===== src/rtl/boot_remap_pkg.sv =====
package boot_remap_pkg;
  typedef enum logic [1:0] {
    OP_NOP   = 2'b00,
    OP_SET   = 2'b01,
    OP_CLR   = 2'b10,
    OP_ERASE = 2'b11
  } cmd_op_e;

  typedef enum logic [1:0] {
    TGT_ROM   = 2'b00,
    TGT_FLASH = 2'b01,
    TGT_OTHER = 2'b10
  } tgt_e;

  localparam int BOOT_BIT = 1;
endpackage


===== src/rtl/remap_cmd_seq.sv =====
module remap_cmd_seq
  import boot_remap_pkg::*;
#(
  parameter int NUM_BITS    = 4,
  parameter int IDX_W       = 3,
  parameter int BUSY_CYCLES = 4
) (
  input  logic             clk_i,
  input  logic             rst_ni,
  input  logic             cmd_valid_i,
  input  cmd_op_e          cmd_op_i,
  input  logic [IDX_W-1:0] cmd_idx_i,
  output logic             busy_o,
  output logic             done_o,
  output logic             err_o,
  output logic             coll_o,
  output logic             apply_o,
  output cmd_op_e          op_o,
  output logic [IDX_W-1:0] idx_o
);
  localparam int CNT_W = (BUSY_CYCLES > 1) ? $clog2(BUSY_CYCLES) : 1;
  localparam logic [CNT_W-1:0] CNT_INIT = CNT_W'(BUSY_CYCLES - 1);

  logic             busy_q, done_q, err_q, coll_q;
  logic [CNT_W-1:0] cnt_q;
  cmd_op_e          op_q;
  logic [IDX_W-1:0] idx_q;
  logic             accept, last, bad_idx;

  assign accept  = cmd_valid_i && !busy_q;
  assign last    = busy_q && (cnt_q == '0);
  assign bad_idx = ((op_q == OP_SET) || (op_q == OP_CLR)) && (int'(idx_q) >= NUM_BITS);

  always_ff @(posedge clk_i or negedge rst_ni) begin
    if (!rst_ni) begin
      busy_q <= 1'b0;
      done_q <= 1'b0;
      err_q  <= 1'b0;
      coll_q <= 1'b0;
      cnt_q  <= '0;
      op_q   <= OP_NOP;
      idx_q  <= '0;
    end else begin
      done_q <= 1'b0;
      if (accept) begin
        busy_q <= 1'b1;
        cnt_q  <= CNT_INIT;
        op_q   <= cmd_op_i;
        idx_q  <= cmd_idx_i;
        coll_q <= 1'b0;
      end else begin
        if (cmd_valid_i) coll_q <= 1'b1;  // dropped while busy
        if (last) begin
          busy_q <= 1'b0;
          done_q <= 1'b1;
          err_q  <= bad_idx;
        end else if (busy_q) begin
          cnt_q <= cnt_q - 1'b1;
        end
      end
    end
  end

  assign busy_o  = busy_q;
  assign done_o  = done_q;
  assign err_o   = err_q;
  assign coll_o  = coll_q;
  assign apply_o = last;
  assign op_o    = op_q;
  assign idx_o   = idx_q;

  assert_done_after_busy_R4: assert property (@(posedge clk_i) disable iff (!rst_ni)
    done_q |-> ($past(busy_q) && !busy_q));
  assert_done_single_R4: assert property (@(posedge clk_i) disable iff (!rst_ni)
    done_q |=> !done_q);
  assert_busy_drop_R6: assert property (@(posedge clk_i) disable iff (!rst_ni)
    (busy_q && cmd_valid_i) |=> (coll_q && $stable(op_q) && $stable(idx_q)));
endmodule


===== src/rtl/remap_cfg_store.sv =====
module remap_cfg_store
  import boot_remap_pkg::*;
#(
  parameter int NUM_BITS = 4,
  parameter int IDX_W    = 3
) (
  input  logic                clk_i,
  input  logic                por_ni,
  input  logic                apply_i,
  input  cmd_op_e             op_i,
  input  logic [IDX_W-1:0]    idx_i,
  output logic [NUM_BITS-1:0] cfg_o
);
  logic [NUM_BITS-1:0] cfg_q;

  always_ff @(posedge clk_i or negedge por_ni) begin
    if (!por_ni) begin
      cfg_q <= '0;
    end else if (apply_i) begin
      for (int i = 0; i < NUM_BITS; i++) begin
        if (op_i == OP_ERASE) begin
          cfg_q[i] <= 1'b0;
        end else if (idx_i == IDX_W'(i)) begin
          if (op_i == OP_SET)      cfg_q[i] <= 1'b1;
          else if (op_i == OP_CLR) cfg_q[i] <= 1'b0;
        end
      end
    end
  end

  assign cfg_o = cfg_q;

  assert_idle_hold_R2: assert property (@(posedge clk_i) disable iff (!por_ni)
    !apply_i |=> $stable(cfg_q));
  assert_bad_idx_R5: assert property (@(posedge clk_i) disable iff (!por_ni)
    (apply_i && (op_i == OP_SET || op_i == OP_CLR) && int'(idx_i) >= NUM_BITS) |=> $stable(cfg_q));
  assert_erase_boot_R3: assert property (@(posedge clk_i) disable iff (!por_ni)
    (apply_i && op_i == OP_ERASE) |=> (cfg_q[BOOT_BIT] == 1'b0));
endmodule


===== src/rtl/remap_addr_route.sv =====
module remap_addr_route
  import boot_remap_pkg::*;
#(
  parameter int ADDR_W    = 32,
  parameter int REG_AW    = 24,
  parameter int ROM_REG   = 1,
  parameter int FLASH_REG = 2
) (
  input  logic [ADDR_W-1:0] addr_i,
  input  logic              boot_sel_i,
  output logic              alias_o,
  output tgt_e              tgt_o,
  output logic [REG_AW-1:0] off_o
);
  localparam int RG_W = ADDR_W - REG_AW;

  logic [RG_W-1:0] region;

  assign region  = addr_i[ADDR_W-1:REG_AW];
  assign alias_o = (region == '0);
  assign off_o   = addr_i[REG_AW-1:0];

  always_comb begin
    if (alias_o)                        tgt_o = boot_sel_i ? TGT_FLASH : TGT_ROM;
    else if (region == RG_W'(ROM_REG))   tgt_o = TGT_ROM;
    else if (region == RG_W'(FLASH_REG)) tgt_o = TGT_FLASH;
    else                                tgt_o = TGT_OTHER;
  end
endmodule


===== src/rtl/boot_remap_ctrl.sv =====
module boot_remap_ctrl
  import boot_remap_pkg::*;
#(
  parameter int NUM_BITS    = 4,
  parameter int IDX_W       = $clog2(NUM_BITS) + 1,
  parameter int BUSY_CYCLES = 4,
  parameter int ADDR_W      = 32,
  parameter int REG_AW      = 24,
  parameter int ROM_REG     = 1,
  parameter int FLASH_REG   = 2
) (
  input  logic                clk_i,
  input  logic                por_ni,
  input  logic                rst_ni,
  input  logic                cmd_valid_i,
  input  logic [1:0]          cmd_op_i,
  input  logic [IDX_W-1:0]    cmd_idx_i,
  output logic                busy_o,
  output logic                done_o,
  output logic                err_o,
  output logic                coll_o,
  output logic [NUM_BITS-1:0] cfg_o,
  output logic                boot_sel_o,
  input  logic [ADDR_W-1:0]   addr_i,
  output logic [1:0]          tgt_o,
  output logic [REG_AW-1:0]   off_o
);
  logic             apply;
  cmd_op_e          op;
  logic [IDX_W-1:0] idx;
  logic             armed_q, boot_sel_q, alias_hit;
  tgt_e             tgt;

  remap_cmd_seq #(
    .NUM_BITS(NUM_BITS), .IDX_W(IDX_W), .BUSY_CYCLES(BUSY_CYCLES)
  ) u_seq (
    .clk_i       (clk_i),
    .rst_ni      (rst_ni),
    .cmd_valid_i (cmd_valid_i),
    .cmd_op_i    (cmd_op_e'(cmd_op_i)),
    .cmd_idx_i   (cmd_idx_i),
    .busy_o      (busy_o),
    .done_o      (done_o),
    .err_o       (err_o),
    .coll_o      (coll_o),
    .apply_o     (apply),
    .op_o        (op),
    .idx_o       (idx)
  );

  remap_cfg_store #(
    .NUM_BITS(NUM_BITS), .IDX_W(IDX_W)
  ) u_store (
    .clk_i   (clk_i),
    .por_ni  (por_ni),
    .apply_i (apply),
    .op_i    (op),
    .idx_i   (idx),
    .cfg_o   (cfg_o)
  );

  // sample boot bit once per system reset
  always_ff @(posedge clk_i or negedge rst_ni) begin
    if (!rst_ni) begin
      armed_q    <= 1'b1;
      boot_sel_q <= 1'b0;
    end else if (armed_q) begin
      armed_q    <= 1'b0;
      boot_sel_q <= cfg_o[BOOT_BIT];
    end
  end

  assign boot_sel_o = boot_sel_q;

  remap_addr_route #(
    .ADDR_W(ADDR_W), .REG_AW(REG_AW), .ROM_REG(ROM_REG), .FLASH_REG(FLASH_REG)
  ) u_route (
    .addr_i     (addr_i),
    .boot_sel_i (boot_sel_q),
    .alias_o    (alias_hit),
    .tgt_o      (tgt),
    .off_o      (off_o)
  );

  assign tgt_o = tgt;

  assert_sel_hold_R7: assert property (@(posedge clk_i) disable iff (!rst_ni)
    !armed_q |=> $stable(boot_sel_q));
  assert_alias_flash_R8: assert property (@(posedge clk_i) disable iff (!rst_ni)
    (alias_hit && boot_sel_q) |-> (tgt == TGT_FLASH));
  assert_alias_rom_R8: assert property (@(posedge clk_i) disable iff (!rst_ni)
    (alias_hit && !boot_sel_q) |-> (tgt == TGT_ROM));
endmodule


===== config.mk =====
export PLATFORM = sky130hd
export DESIGN_NAME = boot_remap_ctrl
export DESIGN_NICKNAME = d
export VERILOG_FILES = /design/src/rtl/boot_remap_pkg.sv /design/src/rtl/remap_cmd_seq.sv /design/src/rtl/remap_cfg_store.sv /design/src/rtl/remap_addr_route.sv /design/src/rtl/boot_remap_ctrl.sv
export SDC_FILE = /design/constraint.sdc
export NUM_CORES = 1
export LEC_CHECK = 0
export ABC_AREA = 1
export ABC_CLOCK_PERIOD_IN_PS = 2800
export CAP_MARGIN = 20
export CORE_UTILIZATION = 36
export DETAILED_ROUTE_END_ITERATION = 8
export GPL_TIMING_DRIVEN = 1
export PLACE_DENSITY = 0.85
export REMOVE_ABC_BUFFERS = 1
export SLEW_MARGIN = 40
export SYNTH_ARGS = -nofsm -noshare
export SYNTH_HDL_FRONTEND = slang
export SYNTH_SLANG_ARGS = --single-unit

===== constraint.sdc =====
create_clock -name clk_i -period 2.8 [get_ports clk_i]
set_input_delay 0.56 -clock clk_i [delete_from_list [all_inputs] [get_ports clk_i]]
set_output_delay 0.56 -clock clk_i [all_outputs]
set_load 0.01 [all_outputs]

* Yosys cells after proc, flatten, opt, wreduce, memory -nomap -nowiden
Index checks and enable logic that the tools add are counted.
** Cells by class
- Add/sub/neg operators :: 1
- $lt $le $gt $ge :: 1
- Eq/ne operators :: 9
- Mux-type cells :: 23
- Bitwise logic cells :: 1
- Reductions and logical operators :: 22
** Operators with widths (count)
- $mux W1 :: 17
- $reduce_bool A2 Y1 :: 7
- $mux W2 :: 6
- $reduce_and A3 Y1 :: 4
- $eq A8 B1 Y1 const B :: 1
- $eq A8 B2 Y1 const B :: 1
- $logic_not A8 Y1 :: 1
- $eq A3 B2 Y1 const B :: 2
- $eq A2 B2 Y1 const B :: 2
- $reduce_and A2 Y1 :: 2
- $eq A3 B1 Y1 const B :: 1
- $ge A3 B3 Y1 const B :: 1
- $logic_and A1 B1 Y1 :: 3
- $logic_not A3 Y1 :: 1
- $reduce_bool A3 Y1 :: 1
- $eq A2 B1 Y1 const B :: 1
- $logic_not A2 Y1 :: 1
- $ne A2 B1 Y1 const B :: 1
- $sub A2 B1 Y2 const B :: 1
- $logic_not A1 Y1 :: 1
- $logic_or A1 B1 Y1 :: 1
- $not A1 Y1 :: 1
** Word-level totals
- Bits in registers :: 17
- Bits of input ports :: 41
- Output and inout bits :: 35
- Word-level logic and storage cells :: 70

* Depth between registers and ports, before layout
- Depth in word-level cells :: 5
- Gate-level depth with buffers :: 7
- Depth with buffers taken out :: 7

* Hierarchy
From an unflattened synthesis, not the netlist that was laid out.
** Unflattened totals
- Cell total of the unflattened synthesis :: 130
- Area, all modules :: 1004.7 µm²
** By module, submodules not included
- remap_cmd_seq :: instances 1, cells an instance 53, area each 467.9 µm², seq. area each 275.3 µm²
- remap_cfg_store :: instances 1, cells an instance 35, area each 237.7 µm², seq. area each 100.1 µm²
- remap_addr_route :: instances 1, cells an instance 35, area each 229.0 µm², seq. area each 0.0 µm²
- boot_remap_ctrl :: instances 1, cells an instance 7, area each 70.1 µm², seq. area each 51.3 µm²

* Least setup slack after synthesis
No wires, ideal clock.
- Path type :: in2out
- Start :: input addr_i[27]
- End :: output tgt_o[0]
- Arrival time :: 1102 ps
- Data required time :: 2240 ps
- Slack :: 1138 ps
- Stages on the path :: 2
- Path buffers :: 0
- Cells stage by stage :: or2_1 > nor3_1
** On the way
- Longest elaborated chain between the ends :: 4
- Elaborated cells on any way between the ends :: 6
** Ends and longest elaborated chain
- start, declared :: RTL line boot_remap_ctrl.sv:24 : input logic [ADDR_W-1:0] addr_i,
- $eq A8 B2 Y1 :: RTL line remap_addr_route.sv:26 : else if (region == RG_W'(FLASH_REG)) tgt_o = TGT_FLASH;
- $mux W2 :: RTL line remap_addr_route.sv:26
- $mux W2 :: RTL line remap_addr_route.sv:25 : else if (region == RG_W'(ROM_REG)) tgt_o = TGT_ROM;
- $mux W2 (*) :: RTL line remap_addr_route.sv:24 : if (alias_o) tgt_o = boot_sel_i ? TGT_FLASH : TGT_ROM;
- end, declared :: RTL line boot_remap_ctrl.sv:25 : output logic [1:0] tgt_o,
Every way passes the cells marked *; elsewhere a longest branch is shown, timed or not.

* Final worst setup path
Same ends and word-level chain as after synthesis.

==> flow_results.xml <==
<?xml version="1.0" encoding="UTF-8"?>
<metrics>
  <group name="setup_path">
    <metric name="reg2reg_depth" unit="">7</metric>
    <metric name="startpoint_types" unit="">input port</metric>
    <metric name="crit_path_max_fo" unit="">2</metric>
    <metric name="worst_ep_arrival_time" unit="ns">1.97</metric>
    <metric name="timing.critical_path.to_type" unit="">primary output</metric>
    <metric name="worstReg2RegStart" unit="">u_seq.cnt_q[0]</metric>
    <metric name="required" unit="ns">2.24</metric>
    <metric name="criticalPathCategory" unit="">in -&gt; out</metric>
    <metric name="crit_path_start" unit="">addr_i[27]</metric>
  </group>
  <group name="clock_network">
    <metric name="clock_sinks" unit="">17</metric>
    <metric name="cts_buffers" unit="">3</metric>
    <metric name="clock_insertion_delay_worst_skew" unit="ns">0.29</metric>
    <metric name="cts_post_setup_buffers_inserted" unit="">0</metric>
    <metric name="cts_tree" unit="">built</metric>
    <metric name="h-tree-depth" unit="">1</metric>
    <metric name="clk_pin_slew" unit="ns">0.09</metric>
    <metric name="ctsHoldBuffers" unit="">0</metric>
    <metric name="clock-root-buffer" unit="">sky130_fd_sc_hd__clkbuf_4</metric>
    <metric name="maximum_root_to_sink_buffer_count" unit="">2</metric>
    <metric name="cts-resized-gates" unit="">0</metric>
  </group>
  <group name="place">
    <metric name="routabilityCongestion" unit="">0.760</metric>
    <metric name="post_dp_cell_area" unit="um2">1110</metric>
    <metric name="port_buffers" unit="">27</metric>
    <metric name="place_hpwl" unit="um">1800</metric>
  </group>
  <group name="sta">
    <metric name="hold_ws" unit="ns">0.450</metric>
    <metric name="setup_violations" unit="">0</metric>
    <metric name="finalSetupTns" unit="ns">0</metric>
    <metric name="worst_clock_skew" unit="ns">0.000545</metric>
    <metric name="timing.fmax" unit="MHz">396</metric>
    <metric name="period_share" unit="%">90.2</metric>
    <metric name="finalHoldViolCount" unit="">0</metric>
    <metric name="drv_slew" unit="">0</metric>
    <metric name="post-route-min-period" unit="ns">2.53</metric>
    <metric name="slew_headroom" unit="%">61.1</metric>
    <metric name="timing_worst_slew_pin_value" unit="ns">0.581</metric>
    <metric name="rsz0062_at_grt" unit="">false</metric>
  </group>
  <group name="pwr">
    <metric name="clock_power_share" unit="%">13.1</metric>
    <metric name="share_comb_of_total_power" unit="%">46.4</metric>
    <metric name="switching_share" unit="%">38.9</metric>
    <metric name="power_per_cell_area" unit="nW/um2">878</metric>
    <metric name="power_spent_charging_and_discharging_nets" unit="mW">0.389</metric>
    <metric name="sequentialPowerShare" unit="%">40.5</metric>
    <metric name="max-vdd-ir-drop" unit="V">0.000427</metric>
    <metric name="p_leak" unit="nW">0.550</metric>
    <metric name="total_power" unit="mW">1.00</metric>
    <metric name="internal-power" unit="mW">0.612</metric>
  </group>
  <group name="synthesis">
    <metric name="syn_inst" unit="">117</metric>
    <metric name="yosysWarningCount" unit="">0</metric>
    <metric name="postSynthRegisterBits" unit="">17</metric>
    <metric name="post_synth_instance_area" unit="um2">997</metric>
    <metric name="cell_variety_after_synth" unit="">21</metric>
    <metric name="postSynthAreaPerCell" unit="um2">8.52</metric>
    <metric name="synth-seq-area-share" unit="%">42.8</metric>
  </group>
  <group name="global_routing">
    <metric name="antenna_found_initial" unit="">0</metric>
    <metric name="first_pass_grt_wire_length" unit="um">3240</metric>
    <metric name="vias_in_the_first_global_route" unit="">707</metric>
    <metric name="pin_count_of_the_biggest_net_entering_global_routing" unit="">14</metric>
    <metric name="grt_use_total" unit="%">16.9</metric>
    <metric name="globalRoute.totalOverflow" unit="">0</metric>
  </group>
  <group name="finish">
    <metric name="syn2layout_area_growth" unit="%">14.3</metric>
    <metric name="antenna_cells_inserted" unit="">0</metric>
    <metric name="utilization" unit="%">44.8</metric>
    <metric name="postLayoutCellArea" unit="um2">1140</metric>
    <metric name="post_route_cells_drive_above_1_share" unit="%">10.6</metric>
    <metric name="layout_nets" unit="">169</metric>
  </group>
  <group name="floorplanning">
    <metric name="die-area" unit="um2">2980</metric>
    <metric name="coreArea" unit="um2">2540</metric>
    <metric name="start_util" unit="%">39.2</metric>
    <metric name="die_height" unit="um">54.6</metric>
    <metric name="std_cell_rows" unit="">18</metric>
    <metric name="io_pins" unit="">76</metric>
    <metric name="die_w" unit="um">54.6</metric>
  </group>
  <group name="run">
    <metric name="max_cap_viol_count" unit="">0</metric>
  </group>
  <group name="hold_path">
    <metric name="min-delay-path-class" unit="">in -&gt; async</metric>
  </group>
  <group name="drt">
    <metric name="num_vias" unit="">760</metric>
    <metric name="drc" unit="">0</metric>
    <metric name="detailedRoute.firstIterationViolations" unit="">10</metric>
    <metric name="post_drt_via_cell_ratio" unit="">4.97</metric>
    <metric name="routed_wire_length" unit="um">2250</metric>
    <metric name="route.detailed.wl_per_inst" unit="um">14.7</metric>
    <metric name="antenna_left" unit="">0</metric>
    <metric name="drt_first_pass_iters" unit="">4</metric>
  </group>
  <group name="run_status">
    <metric name="status" unit="">finished clean</metric>
  </group>
</metrics>
final timing paths:
path	end	slack (ns)
max	tgt_o[0]	0.27
min	u_store.cfg_o[3]	0.45
max reg2reg	u_store.cfg_o[3]	1.58
min reg2reg	u_store.cfg_o[0]	0.49
max in group asynchronous	u_seq.busy_o	1.79
min in group clk_i	u_store.cfg_o[0]	0.49
logic make-up (layout without fill, tap and decap cells):
logic type / after synthesis / after routing / synth area share [%]
AO/OA/AOI/OAI: 10 / 10 / 6.40
adder cells (fa/ha/maj): 4 / 4 / 5.02
buffers and inverters: 35 / 41 / 23.0
flip-flops: 17 / 17 / 42.8
multiplexers: 1 / 1 / 1.13
other: 1 / 1 / 0.376
AND/OR/NAND/NOR: 49 / 49 / 21.3
cell usage after synthesis (all sizes together):
master / number / share of area [%]
nand2: 34 / 14
buf: 25 / 19
dfrtp: 16 / 40
inv: 10 / 3.8
o21ai: 9 / 5.6
nor2: 7 / 3.4
nand3: 6 / 3.0
ha: 4 / 5.0
conb: 1 / 0.38
dfstp: 1 / 2.6
mux2: 1 / 1.1
nor3: 1 / 0.50
o21bai: 1 / 0.75
or2: 1 / 0.63
flip-flops by register name, indices dropped and copies added (netlist names):
register       cells
u_seq.coll_o       1
u_seq.busy_o       1
boot_sel_o         1
u_seq.cnt_q        2
u_seq.done_o       1
u_store.cfg_o      4
armed_q            1
u_seq.idx_o        3
u_seq.err_o        1
u_seq.op_o         2
power groups by stage:
stage                     Combinational [mW]  Sequential (mW)  Clock, mW
after floorplan                        0.270            0.423          0
after global placement                 0.445            0.405          0
after detailed placement               0.464            0.412          0
after CTS                              0.470            0.407      0.138
after global routing                   0.522            0.421      0.148
final                                  0.464            0.406      0.131
final cells by class:
type | count | area (um2)
clock buffer | 4 | 26.3
fill | 260 | 1410
inverter | 10 | 37.5
multi-input combinational | 65 | 342
sequential | 17 | 427
tap | 30 | 37.5
timing repair buffer | 27 | 270
routing by layer:
metal | routed length, um | up-vias | global-route usage (%)
li1 | - | 350 | -
met4 | 38 | 0 | 7.69
met5 | 0 | - | 4.17
met2 | 890 | 58 | 21.9
met1 | 916 | 347 | 18.7
met3 | 406 | 5 | 15.0
critical path: stages:
cell and delay (ns):
sky130_fd_sc_hd__clkdlybuf4s50_1 0.39, sky130_fd_sc_hd__or2_1 0.24, sky130_fd_sc_hd__nor3_1 0.21, sky130_fd_sc_hd__clkdlybuf4s50_1 0.57
placed cells by master (no fill, tap or decap):
master and n:
sky130_fd_sc_hd__or2_1 1, sky130_fd_sc_hd__clkdlybuf4s50_1 27, sky130_fd_sc_hd__ha_1 4, sky130_fd_sc_hd__nand2_2 1
sky130_fd_sc_hd__mux2_2 1, sky130_fd_sc_hd__conb_1 1, sky130_fd_sc_hd__o21ai_2 3, sky130_fd_sc_hd__o21ai_1 3
sky130_fd_sc_hd__inv_1 8, sky130_fd_sc_hd__nand2_1 32, sky130_fd_sc_hd__nor3_1 1, sky130_fd_sc_hd__dfstp_2 1
sky130_fd_sc_hd__clkbuf_1 1, sky130_fd_sc_hd__nor2_4 1, sky130_fd_sc_hd__nor2_1 6, sky130_fd_sc_hd__inv_2 2
sky130_fd_sc_hd__nand2_4 1, sky130_fd_sc_hd__o21ai_0 3, sky130_fd_sc_hd__o21bai_1 1, sky130_fd_sc_hd__nand3_1 6
sky130_fd_sc_hd__dfrtp_1 16, sky130_fd_sc_hd__clkbuf_4 3
per-stage QoR:
stage | setup slack [ns] | std cells
floorplan | 1.14 | 92
global placement | 0.315 | 149
detailed placement | 0.249 | 149
CTS | 0.254 | 153
global route | 0.160 | 153
finish | 0.275 | 153
Power figures use the tool's default switching activity.
